File: config.mk
export PLATFORM = sky130hd
export DESIGN_NAME = dev_irq_router
export DESIGN_NICKNAME = d
export VERILOG_FILES = /design/src/rtl/dev_irq_pkg.sv /design/src/rtl/dev_irq_regs.sv /design/src/rtl/dev_irq_arb.sv /design/src/rtl/dev_irq_dispatch.sv /design/src/rtl/dev_irq_router.sv
export SDC_FILE = /design/constraint.sdc
export NUM_CORES = 1
export LEC_CHECK = 0
export BUFFER_PORTS_ARGS = -buffer_cell sky130_fd_sc_hd__buf_2
export CAP_MARGIN = 10
export CORE_MARGIN = 5
export CORE_UTILIZATION = 59
export DETAILED_ROUTE_END_ITERATION = 10
export MAX_ROUTING_LAYER = met4
export PLACE_DENSITY = 0.87
export SLEW_MARGIN = 20
export SYNTH_ARGS = -nofsm -noshare
export SYNTH_HDL_FRONTEND = slang
export SYNTH_SLANG_ARGS = --single-unit
File: constraint.sdc
create_clock -name clk -period 5.9 [get_ports clk]
set_input_delay 0.59 -clock clk [delete_from_list [all_inputs] [get_ports clk]]
set_output_delay 0.59 -clock clk [all_outputs]
set_load 0.01 [all_outputs]
File: src/rtl/dev_irq_pkg.sv
package dev_irq_pkg;

    localparam int CPU_W    = 5;
    localparam int VEC_W    = 6;
    localparam int DATA_W   = 64;

    // field positions inside the 64-bit registers
    localparam int CPU_LSB  = 8;
    localparam int VEC_LSB  = 0;
    localparam int MASK_BIT = 2;
    localparam int PCLR_BIT = 1;
    localparam int PEND_BIT = 0;

    typedef struct packed {
        logic [CPU_W-1:0] cpu;
        logic [VEC_W-1:0] vec;
    } route_t;

    typedef enum logic {
        DSP_IDLE = 1'b0,
        DSP_POST = 1'b1
    } dsp_state_t;

endpackage

File: src/rtl/dev_irq_regs.sv
module dev_irq_regs
    import dev_irq_pkg::*;
#(
    parameter int NUM_SRC  = 8,
    parameter int ADDR_W   = 12,
    parameter int CTL_BASE = 'h400,
    localparam int IDX_W   = $clog2(NUM_SRC)
) (
    input  logic                        clk,
    input  logic                        rst_n,
    input  logic                        wr_en,
    input  logic                        rd_en,
    input  logic [ADDR_W-1:0]           addr,
    input  logic [DATA_W-1:0]           wdata,
    input  logic                        acc_en,
    input  logic [IDX_W-1:0]            acc_idx,
    output route_t [NUM_SRC-1:0]        route_q,
    output logic   [NUM_SRC-1:0]        mask_q,
    output logic   [NUM_SRC-1:0]        pend_q,
    output logic   [DATA_W-1:0]         rdata,
    output logic                        err
);

    localparam logic [ADDR_W-1:0] ROUTE_END = ADDR_W'(NUM_SRC * 8);
    localparam logic [ADDR_W-1:0] CTL_LO    = ADDR_W'(CTL_BASE);
    localparam logic [ADDR_W-1:0] CTL_HI    = ADDR_W'(CTL_BASE + NUM_SRC * 8);

    logic              route_hit;
    logic              ctl_hit;
    logic [ADDR_W-1:0] ctl_off;
    logic [IDX_W-1:0]  route_idx;
    logic [IDX_W-1:0]  ctl_idx;
    logic [DATA_W-1:0] rd_next;
    logic              err_next;

    assign route_hit = (addr < ROUTE_END);
    assign ctl_hit   = (addr >= CTL_LO) && (addr < CTL_HI);
    assign ctl_off   = addr - CTL_LO;
    assign route_idx = addr[3 +: IDX_W];
    assign ctl_idx   = ctl_off[3 +: IDX_W];

    wire unused_bits = ^{wdata[DATA_W-1:CPU_LSB+CPU_W],
                         wdata[CPU_LSB-1:VEC_LSB+VEC_W],
                         addr[2:0], ctl_off};

    // register storage: hardware acceptance has priority over software
    always_ff @(posedge clk or negedge rst_n) begin
        if (!rst_n) begin
            route_q <= '0;
            mask_q  <= '1;
            pend_q  <= '0;
        end else begin
            for (int i = 0; i < NUM_SRC; i++) begin
                if (wr_en && route_hit && route_idx == IDX_W'(i)) begin
                    route_q[i].cpu <= wdata[CPU_LSB +: CPU_W];
                    route_q[i].vec <= wdata[VEC_LSB +: VEC_W];
                end
                if (acc_en && acc_idx == IDX_W'(i)) begin
                    mask_q[i] <= 1'b1;
                    pend_q[i] <= 1'b1;
                end else if (wr_en && ctl_hit && ctl_idx == IDX_W'(i)) begin
                    mask_q[i] <= wdata[MASK_BIT];
                    if (wdata[PCLR_BIT]) begin
                        pend_q[i] <= 1'b0;
                    end
                end
            end
        end
    end

    always_comb begin
        rd_next  = '0;
        err_next = 1'b0;
        if (rd_en) begin
            if (route_hit) begin
                rd_next[CPU_LSB +: CPU_W] = route_q[route_idx].cpu;
                rd_next[VEC_LSB +: VEC_W] = route_q[route_idx].vec;
            end else if (ctl_hit) begin
                rd_next[MASK_BIT] = mask_q[ctl_idx];
                rd_next[PEND_BIT] = pend_q[ctl_idx];
            end else begin
                err_next = 1'b1;
            end
        end
        if (wr_en && !route_hit && !ctl_hit) begin
            err_next = 1'b1;
        end
    end

    always_ff @(posedge clk or negedge rst_n) begin
        if (!rst_n) begin
            rdata <= '0;
            err   <= 1'b0;
        end else begin
            rdata <= rd_next;
            err   <= err_next;
        end
    end

endmodule

File: src/rtl/dev_irq_arb.sv
module dev_irq_arb #(
    parameter int NUM_SRC = 8,
    localparam int IDX_W  = $clog2(NUM_SRC)
) (
    input  logic [NUM_SRC-1:0] elig,
    output logic               found,
    output logic [IDX_W-1:0]   win_idx
);

    // fixed priority, lowest index wins
    always_comb begin
        found   = |elig;
        win_idx = '0;
        for (int i = NUM_SRC - 1; i >= 0; i--) begin
            if (elig[i]) begin
                win_idx = IDX_W'(i);
            end
        end
    end

endmodule

File: src/rtl/dev_irq_dispatch.sv
module dev_irq_dispatch
    import dev_irq_pkg::*;
#(
    parameter int NUM_SRC = 8,
    localparam int IDX_W  = $clog2(NUM_SRC)
) (
    input  logic                 clk,
    input  logic                 rst_n,
    input  logic                 found,
    input  logic [IDX_W-1:0]     win_idx,
    input  route_t [NUM_SRC-1:0] route_q,
    output logic                 acc_en,
    output logic [IDX_W-1:0]     acc_idx,
    output logic                 irq_valid,
    output logic [CPU_W-1:0]     irq_cpu,
    output logic [VEC_W-1:0]     irq_vec
);

    dsp_state_t state_q;
    dsp_state_t state_d;

    // next state and acceptance
    always_comb begin
        state_d = state_q;
        acc_en  = 1'b0;
        unique case (state_q)
            DSP_IDLE: begin
                if (found) begin
                    acc_en  = 1'b1;
                    state_d = DSP_POST;
                end
            end
            DSP_POST: begin
                state_d = DSP_IDLE;
            end
        endcase
    end

    assign acc_idx = win_idx;

    // state register
    always_ff @(posedge clk or negedge rst_n) begin
        if (!rst_n) begin
            state_q <= DSP_IDLE;
        end else begin
            state_q <= state_d;
        end
    end

    // outputs: message payload captured at acceptance
    always_ff @(posedge clk or negedge rst_n) begin
        if (!rst_n) begin
            irq_valid <= 1'b0;
            irq_cpu   <= '0;
            irq_vec   <= '0;
        end else begin
            irq_valid <= acc_en;
            if (acc_en) begin
                irq_cpu <= route_q[win_idx].cpu;
                irq_vec <= route_q[win_idx].vec;
            end
        end
    end

endmodule

File: src/rtl/dev_irq_router.sv
module dev_irq_router
    import dev_irq_pkg::*;
#(
    parameter int NUM_SRC  = 8,
    parameter int ADDR_W   = 12,
    parameter int CTL_BASE = 'h400
) (
    input  logic                clk,
    input  logic                rst_n,
    input  logic                reg_wr_en,
    input  logic                reg_rd_en,
    input  logic [ADDR_W-1:0]   reg_addr,
    input  logic [DATA_W-1:0]   reg_wdata,
    output logic [DATA_W-1:0]   reg_rdata,
    output logic                reg_err,
    input  logic [NUM_SRC-1:0]  dev_req,
    output logic                irq_valid,
    output logic [CPU_W-1:0]    irq_cpu,
    output logic [VEC_W-1:0]    irq_vec
);

    localparam int IDX_W = $clog2(NUM_SRC);

    route_t [NUM_SRC-1:0] route_q;
    logic   [NUM_SRC-1:0] src_mask;
    logic   [NUM_SRC-1:0] src_pend;
    logic   [NUM_SRC-1:0] elig;
    logic                 found;
    logic   [IDX_W-1:0]   win_idx;
    logic                 acc_en;
    logic   [IDX_W-1:0]   acc_idx;

    assign elig = dev_req & ~src_mask;

    dev_irq_regs #(
        .NUM_SRC  (NUM_SRC),
        .ADDR_W   (ADDR_W),
        .CTL_BASE (CTL_BASE)
    ) u_regs (
        .clk     (clk),
        .rst_n   (rst_n),
        .wr_en   (reg_wr_en),
        .rd_en   (reg_rd_en),
        .addr    (reg_addr),
        .wdata   (reg_wdata),
        .acc_en  (acc_en),
        .acc_idx (acc_idx),
        .route_q (route_q),
        .mask_q  (src_mask),
        .pend_q  (src_pend),
        .rdata   (reg_rdata),
        .err     (reg_err)
    );

    dev_irq_arb #(
        .NUM_SRC (NUM_SRC)
    ) u_arb (
        .elig    (elig),
        .found   (found),
        .win_idx (win_idx)
    );

    dev_irq_dispatch #(
        .NUM_SRC (NUM_SRC)
    ) u_dispatch (
        .clk       (clk),
        .rst_n     (rst_n),
        .found     (found),
        .win_idx   (win_idx),
        .route_q   (route_q),
        .acc_en    (acc_en),
        .acc_idx   (acc_idx),
        .irq_valid (irq_valid),
        .irq_cpu   (irq_cpu),
        .irq_vec   (irq_vec)
    );

endmodule

# Yosys cells after proc, flatten, opt, wreduce, memory -nomap -nowiden
# Cells that the tools add are included.
# word_totals
ff_bits	129
out_inout_bits	77
# op_classes
n_addsub	1
magnitude_cmp	6
eq_ne	21
muxes	65
n_bitwise	3
n_reduce_logical	59
# op_table
op	count
11-bit binary-select mux with 3-bit select	2
1-bit two-way mux	46
3-bit equality test (second input constant)	12
2-bit nonzero test	16
1-bit logical AND	29
3-bit two-way mux	9
11-bit two-way mux	2
3-bit by 2-bit equality test with 1-bit output (second input constant)	6
2-bit AND reduction	8
12-bit by 11-bit greater-or-equal comparator with 1-bit output (second input constant)	1
12-bit by 11-bit less-than comparator with 1-bit output (second input constant)	1
12-bit by 7-bit less-than comparator with 1-bit output (second input constant)	1
3-bit by 4-bit less-than comparator with 1-bit output (second input constant)	3
5-bit two-way mux	2
3-bit by 1-bit equality test with 1-bit output (second input constant)	3
3-bit zero test	3
8-bit AND	1
8-bit inverter	1
8-bit OR reduction	1
1-bit binary-select mux with 3-bit select	2
6-bit two-way mux	1
6-bit by 1-bit subtractor with 6-bit output (second input constant)	1
1-bit zero test	2
1-bit one-hot mux with 2 select lines	1
1-bit inverter	1

# Longest topological paths before layout
# Gate-level depths: netlist of run 1.
# depth
word_depth	14
ltp_mapped	8
ltp_nobuf	6

# By module
# From an unflattened synthesis of run 1, not the netlist that was laid out.
# hier_totals
cells_unflattened	553
hier_area_um2	7114.3
# by_module_without_submodules
module	instances	cells_each	area_each_um2
dev_irq_regs	1	412	5690.5
dev_irq_dispatch	1	120	1232.4
dev_irq_router	1	8	110.1
dev_irq_arb	1	13	81.3

# Worst setup path before layout of run 1
# Ideal clock, no wire load.
# synth_timing
path_kind	input to register
startpoint	input port reg_addr[9]
endpoint	register, netlist name u_regs.route_q[0]
setup_time_ps	127
arrival_time_ps	2359
t_required_ps	5773
slack_ps	3414
stages	7
path_cell_list	or4_4 nor2_4 nand2_1 or3_4 nor3_2 buf_6 mux2_1
# synth_via
elab_chain_cells	3
# synth_lines
element	line	source
from (decl)	dev_irq_router.sv:12	input logic [ADDR_W-1:0] reg_addr,
12-bit by 7-bit less-than comparator with 1-bit output	dev_irq_regs.sv:36	assign route_hit = (addr < ROUTE_END);
1-bit logical AND (2 in a row)	dev_irq_regs.sv:54	if (wr_en && route_hit && route_idx == IDX_W'(i)) begin
# Every way passes these cells.
# A chain may end at the register's enable or synchronous reset.

# Final worst setup path of run 1
# layout_timing
startpoint	register u_regs.mask_q[4]
endpoint	register u_dispatch.irq_vec[4]
# layout_via
elab_chain_cells	9
# layout_lines
element	line	source
from (decl)	dev_irq_regs.sv:18	output logic [NUM_SRC-1:0] mask_q,
from (signal, indexed assignment)	dev_irq_regs.sv:62	mask_q[i] <= wdata[MASK_BIT];
8-bit inverter (*)	dev_irq_router.sv:33	assign elig = dev_req & ~src_mask;
8-bit AND (*)	dev_irq_router.sv:33	
3-bit two-way mux (5 in a row)	dev_irq_arb.sv:15	if (elig[i]) begin
11-bit binary-select mux with 3-bit select	dev_irq_dispatch.sv:60	irq_vec <= route_q[win_idx].vec;
11-bit two-way mux	-	
to (signal assigned)	dev_irq_dispatch.sv:60	
to (decl)	dev_irq_dispatch.sv:16	output logic [VEC_W-1:0] irq_vec
# Every way passes the cells marked *; elsewhere a longest branch is shown, timed or not. The select of a mux whose other input is x is not followed.

==> reports/metrics.cfg, run 1 <==
[final_layout]
fin_nets=740
fillers=795
drive_gt1_frac=0.335
fin_area_um2=7740
fin_util=0.672
final_common_cell=dfrtp_1
area_growth_pct=11.1
mostFrequentLayoutCells=dfrtp_1, mux2_2, nand2_1

[detailed_routing]
wl_per_cell_um=24.0
num_vias=5504
firstDrtPassIters=7
routed_wl_um=19500
final_antenna_net_count=0
drc_errors=0
first_iter_violations=748
via_per_inst=6.80

[critical_path]
crit_required_ps=6180
cp_top_family=compound AO/OA/AOI/OAI gates
cp_slowest_cell=o21ai_2
crit_chain=nand2b_1 -> nand2_1 -> o21ai_2 -> buf_4 -> nand2_1 -> a32o_1 -> a2111oi_0
cp_num_buf_inv=1
critPathLaunchType=register
endpoint_kind=register
crit_fanout=13
arrival_ps=3160
crit_path_frequent_cell=nand2_1
max_stage_delay_ps=650
critical_path_class=register to register

[timing]
finalMaxSlewViolations=0
worst_slew_pin_slew_ps=1070
min_period_ps=2880
setup_ws_ps=3020
setup_viol_count_final=0
tns_ps=0
max_freq_mhz=347
relSlewSlack=0.285
rsz0062_at_grt=no
hold_viol=0
finalCritPeriodShare=0.489
fin_skew_ps=7.49

[flow_run]
maxCapViolations=0

[clock_tree]
clk_latency_ps=420
clk_pin_slew_ps=60
cts-hold-fix-buffers=0
clockRootBuffer=clkbuf_16
htree_levels=4
cts_tree=done
cts.sinks=128
clock_path_buffers=2
cts_made_buffers=17
cts_resized=0
postCtsSetupBuffers=0

[floorplanning]
die_h_um=119
start_util=0.605
io_pins=165
die_area_um2=14100
dieWidth_um=119
core-area_um2=11500
row_count=39

[synth]
synth_area_leaders=dfrtp_1, mux2_2, mux4_2, buf_4, nand2_1
synthMuxAreaShare=0.246
ys_seq_area_frac=0.461
yosysTopAreaCellShare=0.431
synth_edf_count=0
synth-simple-area-share=0.113
syn_inst=607
synth_compound_area_frac=0.0947
synth_cell_types=49
synth_flop_cell=dfrtp_1
ys_async_sr_fraction=1.00
ys_warn_count=0
synth_fa_ha_area_frac=0
synth_top_family_by_area=multiplexers
ys_ff_latch=128
syn_avg_cell_area_um2=11.5
synth_xor_area_frac=0
yosys.area.top_type=dfrtp_1
synth_area_um2=6960

[worst_hold_path]
hp-class=input pin to async pin

[placed_design]
gp_congestion=0.929
dpl-instance-area_um2=7120
port_buffers=55
hpwl_um=11500
dp_slack_ps=2600

[pwr]
p_leak_uw=0.00359
peakVddDrop_v=0.000296
total_power_uw=3170
p_per_area_nw_per_um2=410

[status]
outcome=finished clean

[global_route]
antenna_found_initial=1
grt_pass1_wl_um=30200
grtUsageTotal=0.285
overflow=0
grt_pass1_vias=5741
grt_max_degree=69

-- synth_stat cells, types with 10 or more instances --
master     count
dfrtp_1      120
o21ai_0       30
mux2_1        10
nor2_1        17
a21oi_1       12
a2111oi_0     10
buf_4         57
nand2_1       78
nand3_1       10
clkbuf_1      21
a31oi_1       10
buf_2         10
and3_1        19
nand2b_1      11
mux4_2        28
mux2_2        80
-- state kept, by name (all words and copies together) (netlist names) --
name	flops
u_regs.route_q	88
u_regs.rdata	11
u_regs.mask_q	8
u_regs.pend_q	8
u_dispatch.irq_vec	6
u_dispatch.irq_cpu	5
u_dispatch.irq_valid	1
u_regs.err	1
-- kinds of logic after synthesis --
family	Yosys count
AOI/OAI and AO/OA	97
buffers and inverters	94
DFF	128
muxes	125
other	1
and+or+nand+nor	162
-- final timing paths --
path / startpoint / to / slack (ps) / depth (start not counted)
max in group asynchronous: rst_n / u_regs.route_q[82]$_DFFE_PN0P_ / 4370 / 2
hold reg to reg: u_regs.mask_q[4]$_DFFE_PN1P_ / u_regs.mask_q[4]$_DFFE_PN1P_ / 500 / 2
setup reg to reg: u_regs.mask_q[4]$_DFFE_PN1P_ / u_dispatch.irq_vec[4]$_DFFE_PN0P_ / 3020 / 7
setup / recovery: u_regs.mask_q[4]$_DFFE_PN1P_ / u_dispatch.irq_vec[4]$_DFFE_PN0P_ / 3020 / 7
min in group clk: reg_rd_en / u_regs.rdata[0]$_DFF_PN0_ / 460 / 2
hold / removal: rst_n / u_regs.route_q[55]$_DFFE_PN0P_ / 230 / 1
-- metal layers --
metal  part of all wire  wire (um)  track usage  vias to the layer above
li1                   -          -            -                     2202
met1               0.35       6800        0.329                     2698
met2               0.47       9230        0.446                      485
met3               0.12       2390       0.0712                      119
met4              0.053       1040        0.180                        0
met5                  0          0            -                        -
-- worst reg2reg max path, cell delays in order (launching register included) --
cell	delay, ps
dfstp_2	540
nand2b_1	200
nand2_1	170
o21ai_2	650
buf_4	360
nand2_1	90
a32o_1	270
a2111oi_0	460
-- power by group --
group	switching [uW]	total, uW	internal (uW)
Sequential	81.3	1080	1000
Combinational	681	1000	321
Clock	390	1090	698
-- cell type report --
class                           count  area, um2  share of cell area
Clock buffer                       23        478              0.0618
Timing Repair Buffer               64        345              0.0446
Multi-Input combinational cell    437       3380               0.436
Clock inverter                      9        130              0.0168
Inverter                            4       15.0             0.00194
Antenna cell                        1       2.50            0.000323
Tap cell                          143        179              0.0231
Sequential cell                   128       3210               0.415
-- per-stage QoR --
stage | instances | hold WS (ps)
3_5_place_dp | 776 | 496
2_1_floorplan | 659 | 294
4_1_cts | 808 | 270
6_report | 809 | 229
3_3_place_gp | 776 | 481
5_1_grt | 809 | 314
Power figures use the tool's default switching activity.
==> run 2: changes to the inputs <==
--- a/config.mk
+++ b/config.mk
@@ -8,10 +8,10 @@
 export BUFFER_PORTS_ARGS = -buffer_cell sky130_fd_sc_hd__buf_2
 export CAP_MARGIN = 10
 export CORE_MARGIN = 5
-export CORE_UTILIZATION = 59
+export CORE_UTILIZATION = 49
 export DETAILED_ROUTE_END_ITERATION = 10
 export MAX_ROUTING_LAYER = met4
-export PLACE_DENSITY = 0.87
+export PLACE_DENSITY = 0.77
 export SLEW_MARGIN = 20
 export SYNTH_ARGS = -nofsm -noshare
 export SYNTH_HDL_FRONTEND = slang
==> constraint.sdc (replaced) <==
create_clock -name clk -period 2.54 [get_ports clk]
set_input_delay 0.254 -clock clk [delete_from_list [all_inputs] [get_ports clk]]
set_output_delay 0.254 -clock clk [all_outputs]
set_load 0.01 [all_outputs]
==> run 2 against run 1 <==
Global-route usage shrank 4.1 points. Flip-flop and latch count unchanged. Non-clock buffer count up 27. Utilization down 9.4 points. Worst hold slack got worse by 110 ps. Final cell count up 7.8%.
==> reports/metrics.cfg, run 2 (synthesis results as in run 1) <==
[status]
outcome=finished clean

[critical_path]
cp_top_family=compound AO/OA/AOI/OAI gates
regToRegStartpoint=u_regs.mask_q[4]$_DFFE_PN1P_
crit_chain=nand2b_1 -> nand2_1 -> o21ai_1 -> buf_12 -> a31oi_1 -> a32o_1 -> a2111oi_0
startpoint=u_regs.mask_q[4]$_DFFE_PN1P_
cp_num_buf_inv=1  ; unchanged
crit_fanout=24  ; +11
rrSetupSlack_ps=240  ; -2780 ps
crit_required_ps=2810  ; -3370 ps
critical_path_class=register to register
max_stage_delay_ps=560  ; -90 ps
arrival_ps=2570  ; -590 ps
cp_slowest_cell=dfstp_2
endpoint_kind=register
critPathLaunchType=register

[global_route]
overflow=0  ; unchanged
antenna_found_initial=0  ; -1
grt_max_degree=49  ; -29%
grt_pass1_wl_um=30000  ; -0.55%
grt_pass1_vias=5466  ; -4.8%
grtUsageTotal=0.244  ; -0.0405

[pwr]
p_leak_uw=0.00372  ; +3.8%
p_int_uw=4890  ; +140%
p_per_area_nw_per_um2=941  ; +130%
swShare=0.354  ; -0.00863
power_frac_clock=0.336  ; -0.007
power.switching_uw=2690  ; +130%
combPwrFrac=0.331  ; +0.015
total_power_uw=7580  ; +140%
peakVddDrop_v=0.000540  ; +83%
seqPwrFrac=0.333  ; -0.009

[floorplanning]
io_pins=165  ; unchanged
row_count=43  ; +10%
core-area_um2=13900  ; +21%
start_util=0.500  ; -0.105
die_area_um2=16700  ; +19%
die_h_um=129  ; +8.9%
dieWidth_um=129  ; +8.9%

[clock_tree]
cts_made_buffers=17  ; unchanged
htree_levels=4  ; unchanged
clockRootBuffer=clkbuf_16
cts.sinks=128  ; unchanged
cts_tree=done
clk_latency_ps=420  ; about the same
clock_path_buffers=2  ; unchanged
clk_pin_slew_ps=50  ; about the same

[final_layout]
area_growth_pct=15.7
drive_gt1_frac=0.364  ; +0.0288
top_register=u_regs.route_q
fin_util=0.578  ; -0.0941
seqCellArea_um2=3210  ; unchanged
final_common_cell=dfrtp_1
multi_input_area_um2=3370  ; -0.26%
largest_register_ffs=88  ; unchanged
fin_nets=767  ; +3.6%
insertedDiodeCount=0  ; -1
mostFrequentLayoutCells=dfrtp_1, mux2_2, nand2_1
fin_cells=872  ; +7.8%
largestRegisters=u_regs.route_q: 88 flops, u_regs.rdata: 11 flops
fillers=1126  ; +42%

[timing]
worst_slew_pin_slew_ps=725  ; -342 ps
finalMaxSlewViolations=0  ; unchanged
fin_skew_ps=6.44  ; -1.05 ps
hold_viol=0  ; unchanged
relSlewSlack=0.514  ; +0.230
min_period_ps=2300  ; -582 ps
max_freq_mhz=435  ; +25%
finalCritPeriodShare=0.906  ; +0.417
holdWs_ps=116  ; -113 ps
setup_viol_count_final=0  ; unchanged
tns_ps=0  ; unchanged
rsz0062_at_grt=no

[worst_hold_path]
min_from=reg_rd_en
hp-class=input pin to register

[detailed_routing]
wl_per_cell_um=22.0  ; -8.4%
routed_wl_um=19200  ; -1.2%
drc_errors=0  ; unchanged
firstDrtPassIters=7  ; unchanged
via_per_inst=6.14  ; -9.8%
num_vias=5350  ; -2.8%
final_antenna_net_count=0  ; unchanged
first_iter_violations=599  ; -20%

[flow_run]
maxCapViolations=0  ; unchanged

[placed_design]
port_buffers=55  ; unchanged
hpwl_um=12600  ; +9.8%
gp_congestion=0.946  ; +1.9%
placed_cells=839  ; +8.1%

[run 2: cell types whose count changed in the layout (fill, tap and decap cells not counted), moves of 3 or more]
cell and delta:
clkbuf_1 -3, clkbuf_8 -3, clkinvlp_4 +5, buf_4 +21
buf_12 +5
[run 2: worst register-to-register path, stage by stage, from the launching register on]
cell	delay [ps]
dfstp_2	560
nand2b_1	190
nand2_1	140
o21ai_1	240
buf_12	220
a31oi_1	110
a32o_1	230
a2111oi_0	460
[run 2: power by group through the flow]
stage          combinational [uW]  sequential (uW)  clock (uW)
2_1_floorplan                1420             2520           0
3_3_place_gp                 2360             2530           0
3_5_place_dp                 2420             2550           0
4_1_cts                      2450             2520        2550
5_1_grt                      2680             2550        2650
6_report                     2510             2530        2540
[run 2: per-layer routing]
metal | share of wire | GRT usage | routed length [um]
met4 | 0.035 | 0.114 | 670
met2 | 0.48 | 0.380 | 9180
met1 | 0.38 | 0.302 | 7370
met5 | 0 | - | 0
met3 | 0.10 | 0.0598 | 1990
[run 2: worst paths after layout]
kind | endpoint | cells past startpoint
min in group asynchronous | u_regs.route_q[14]$_DFFE_PN0P_ | 2
max in group asynchronous | u_regs.route_q[62]$_DFFE_PN0P_ | 3
setup reg to reg | u_dispatch.irq_vec[4]$_DFFE_PN0P_ | 7
hold reg to reg | u_regs.pend_q[6]$_DFFE_PN0P_ | 2
setup / recovery | u_dispatch.irq_vec[4]$_DFFE_PN0P_ | 7
hold / removal | u_regs.err$_DFF_PN0_ | 3
[run 2: per-stage QoR]
step | area (um2) | setup slack (ps)
global route | 8050 | 12.9
global placement | 7410 | 251
CTS | 8040 | 110
floorplan | 7160 | 390
finish | 8050 | 239
detailed placement | 7410 | 188
[run 2: repair_timing]
item,in CTS,in global routing
setup endpoints to repair,0,3
endpoints found under the hold margin,46,0
gates resized for setup,0,3
buffers inserted,0,0
hold buffers,1,0
[run 2: area by class of cell]
| cell class | count | share of cell area |
|---|---|---|
| multi-input combinational | 437 | 0.418 |
| sequential | 128 | 0.399 |
| timing repair buffer | 91 | 0.0761 |
| clock buffer | 17 | 0.0528 |
| tap | 180 | 0.0280 |
| clock inverter | 15 | 0.0241 |
| inverter | 4 | 0.00186 |
==> run 3: changes to the inputs <==
--- a/config.mk
+++ b/config.mk
@@ -5,9 +5,10 @@
 export SDC_FILE = /design/constraint.sdc
 export NUM_CORES = 1
 export LEC_CHECK = 0
+export ABC_AREA = 1
 export BUFFER_PORTS_ARGS = -buffer_cell sky130_fd_sc_hd__buf_2
 export CAP_MARGIN = 10
-export CORE_MARGIN = 5
+export CORE_MARGIN = 2
 export CORE_UTILIZATION = 49
 export DETAILED_ROUTE_END_ITERATION = 10
 export MAX_ROUTING_LAYER = met4
==> run 3 against run 2 <==
Area after synthesis grew 0.16%. Non-clock buffer count fell by 15. Clock-buffer cell count grew 1. Die area shrank 8.9%. Register-to-register slack about the same.
==> reports/metrics.cfg, run 3 <==
[status]
outcome=finished clean

[critical_path]
endpoint_kind=register
startpoint=u_regs.mask_q[3]$_DFFE_PN1P_
critical_path_class=register to register
critPathLaunchType=register
regToRegStartpoint=u_regs.mask_q[3]$_DFFE_PN1P_
rrSetupSlack_ps=250  ; about the same
crit_required_ps=2900  ; +90 ps
arrival_ps=2650  ; +80 ps
worstRegToRegCells=12  ; +5
crit_fanout=19  ; -21%

[synth]
synth_cell_types=35  ; -29%
ys_warn_count=0  ; unchanged
yosysMostFrequentCell=nand2_1
synth_flop_cell=dfrtp_1
syn_avg_cell_area_um2=8.04  ; -30%
syn_inst=867  ; +43%
synth_area_um2=6970  ; +0.16%
ys_ff_latch=128  ; unchanged
synth_edf_count=0  ; unchanged
ys_async_sr_fraction=1.00  ; unchanged
yosys.area.top_type=dfrtp_1
yosysTopAreaCellShare=0.431  ; -0.000696
synth_area_leaders=dfrtp_1, nand2_1, buf_4, o21ai_1, nand3_1
ys_seq_area_frac=0.461  ; -0.000745
netlist_top_cells_count=nand2_1, dfrtp_1, o21ai_1

[clock_tree]
clock_path_buffers=2  ; unchanged
cts_made_buffers=17  ; unchanged
cts.sinks=128  ; unchanged
clk_pin_slew_ps=50  ; about the same
htree_levels=4  ; unchanged
clockRootBuffer=clkbuf_16
cts_tree=done
clk_latency_ps=420  ; about the same

[placed_design]
hpwl_um=12300  ; -2.5%
gp_congestion=0.901  ; -4.7%
port_buffers=55  ; unchanged

[timing]
rsz0062_at_grt=no
holdWs_ps=67.7  ; -48.6 ps
tns_ps=0  ; unchanged
worst_slew_pin_slew_ps=852  ; +127 ps
fin_skew_ps=5.32  ; -1.12 ps
max_freq_mhz=436  ; +0.39%
hold_viol=0  ; unchanged
finalCritPeriodShare=0.903  ; -0.00350
setup_viol_count_final=0  ; unchanged
min_period_ps=2290  ; -8.90 ps
finalMaxSlewViolations=0  ; unchanged
relSlewSlack=0.432  ; -0.0822

[global_route]
overflow=0  ; unchanged
grt_pass1_wl_um=29500  ; -1.7%
grt_max_degree=53  ; +8.2%
grt_pass1_vias=5704  ; +4.4%
antenna_found_initial=0  ; unchanged
grtUsageTotal=0.267  ; +0.0229

[detailed_routing]
via_per_inst=5.64  ; -8.1%
wl_per_cell_um=17.2  ; -22%
first_iter_violations=732  ; +22%
drc_errors=0  ; unchanged
num_vias=6242  ; +17%
routed_wl_um=19000  ; -1.2%
firstDrtPassIters=9  ; +2
final_antenna_net_count=0  ; unchanged

[final_layout]
top_register=u_regs.route_q
fin_nets=1003  ; +31%
insertedDiodeCount=0  ; unchanged
area_growth_pct=10.7
final_common_cell=nand2_1
largest_register_ffs=88  ; unchanged
largestRegisters=u_regs.route_q: 88 flops, u_regs.rdata: 11 flops
drive_gt1_frac=0.169  ; -0.195
mostFrequentLayoutCells=nand2_1, dfrtp_1, o21ai_1

[pwr]
p_leak_uw=0.00377  ; +1.1%
peakVddDrop_v=0.000449  ; -17%
p_per_area_nw_per_um2=842  ; -11%

[floorplanning]
io_pins=165  ; unchanged
start_util=0.502  ; +0.00275
row_count=43  ; unchanged
die_area_um2=15200  ; -8.9%
dieWidth_um=123  ; -4.6%
core-area_um2=13900  ; -0.39%
die_h_um=123  ; -4.6%

[worst_hold_path]
hp-class=input pin to register
hold_depth=3  ; unchanged
min_from=reg_wr_en

[flow_run]
maxCapViolations=0  ; unchanged

## run 3: cell count changes in the layout (fill, tap and decap cells not counted), moves of 17 or more
cell	previous run	this run
mux2_2	80	0
nor2_1	17	66
mux4_2	28	0
nand3_1	10	71
o22ai_1	0	43
o21ai_1	1	80
nor3_1	2	19
nand2_1	78	212
inv_1	4	46
and3_1	19	0
## run 3: layer usage
layer | wire, um | track usage
met1 | 7840 | 0.356
met5 | 0 | -
met2 | 8300 | 0.386
met4 | 775 | 0.129
met3 | 2070 | 0.0613
## run 3: per-stage QoR
stage               total power [uW]  setup slack (ps)  utilization  instances  cell area (um2)
floorplan                       3600               880            -        919             7170
global placement                4070               355        0.514       1075             7130
detailed placement              4100               341        0.514       1075             7130
CTS                             6460               310        0.556       1107             7720
global route                    6770               148        0.556       1107             7720
finish                          6500               248        0.556       1107             7720
## run 3: final timing paths
kind / end
max: u_dispatch.irq_vec[0]$_DFFE_PN0P_
min: u_regs.err$_DFF_PN0_
max reg2reg: u_dispatch.irq_vec[0]$_DFFE_PN0P_
min reg2reg: u_dispatch.irq_vec[5]$_DFFE_PN0P_
max in group asynchronous: u_regs.route_q[81]$_DFFE_PN0P_
min in group asynchronous: u_regs.pend_q[4]$_DFFE_PN0P_
## run 3: cells by family after synthesis
family	after synthesis	share of synthesized area
flops	128	0.461
compound gates	178	0.149
other cells	1	0.000538
simple gates	399	0.255
buf+inv	161	0.134
## run 3: power breakdown
group | switching (uW) | total (uW) | internal (uW)
combinational | 1230 | 1720 | 487
sequential | 140 | 2410 | 2270
clock | 910 | 2370 | 1460
total | 2280 | 6500 | 4220
## run 3: layout make-up
| cell class | count | area (um2) |
|---|---|---|
| fillers | 1255 | 6160 |
| flip-flops and latches | 128 | 3210 |
| multi-input cells | 630 | 3020 |
| repair buffers | 76 | 450 |
| clock buffers | 18 | 439 |
| inverters | 62 | 235 |
| well taps | 180 | 225 |
| clock inverters | 13 | 140 |
## run 3: repair_timing
item / 4_1_cts / 5_1_grt
hold buffers: 1 / 0
endpoints found under the hold margin: 43 / 0
resized for setup: 0 / 0
setup buffers: 0 / 0
## run 3: worst max-delay path: stages (launching register included)
cell and delay (ps):
dfstp_2 560, inv_2 40, nand2_1 90, nand2_1 120, inv_2 70, nand2_1 80, nand2_4 200, inv_4 150
nor2_4 450, nand2_1 90, nand3_1 110, nand3_1 150, nand2_1 100
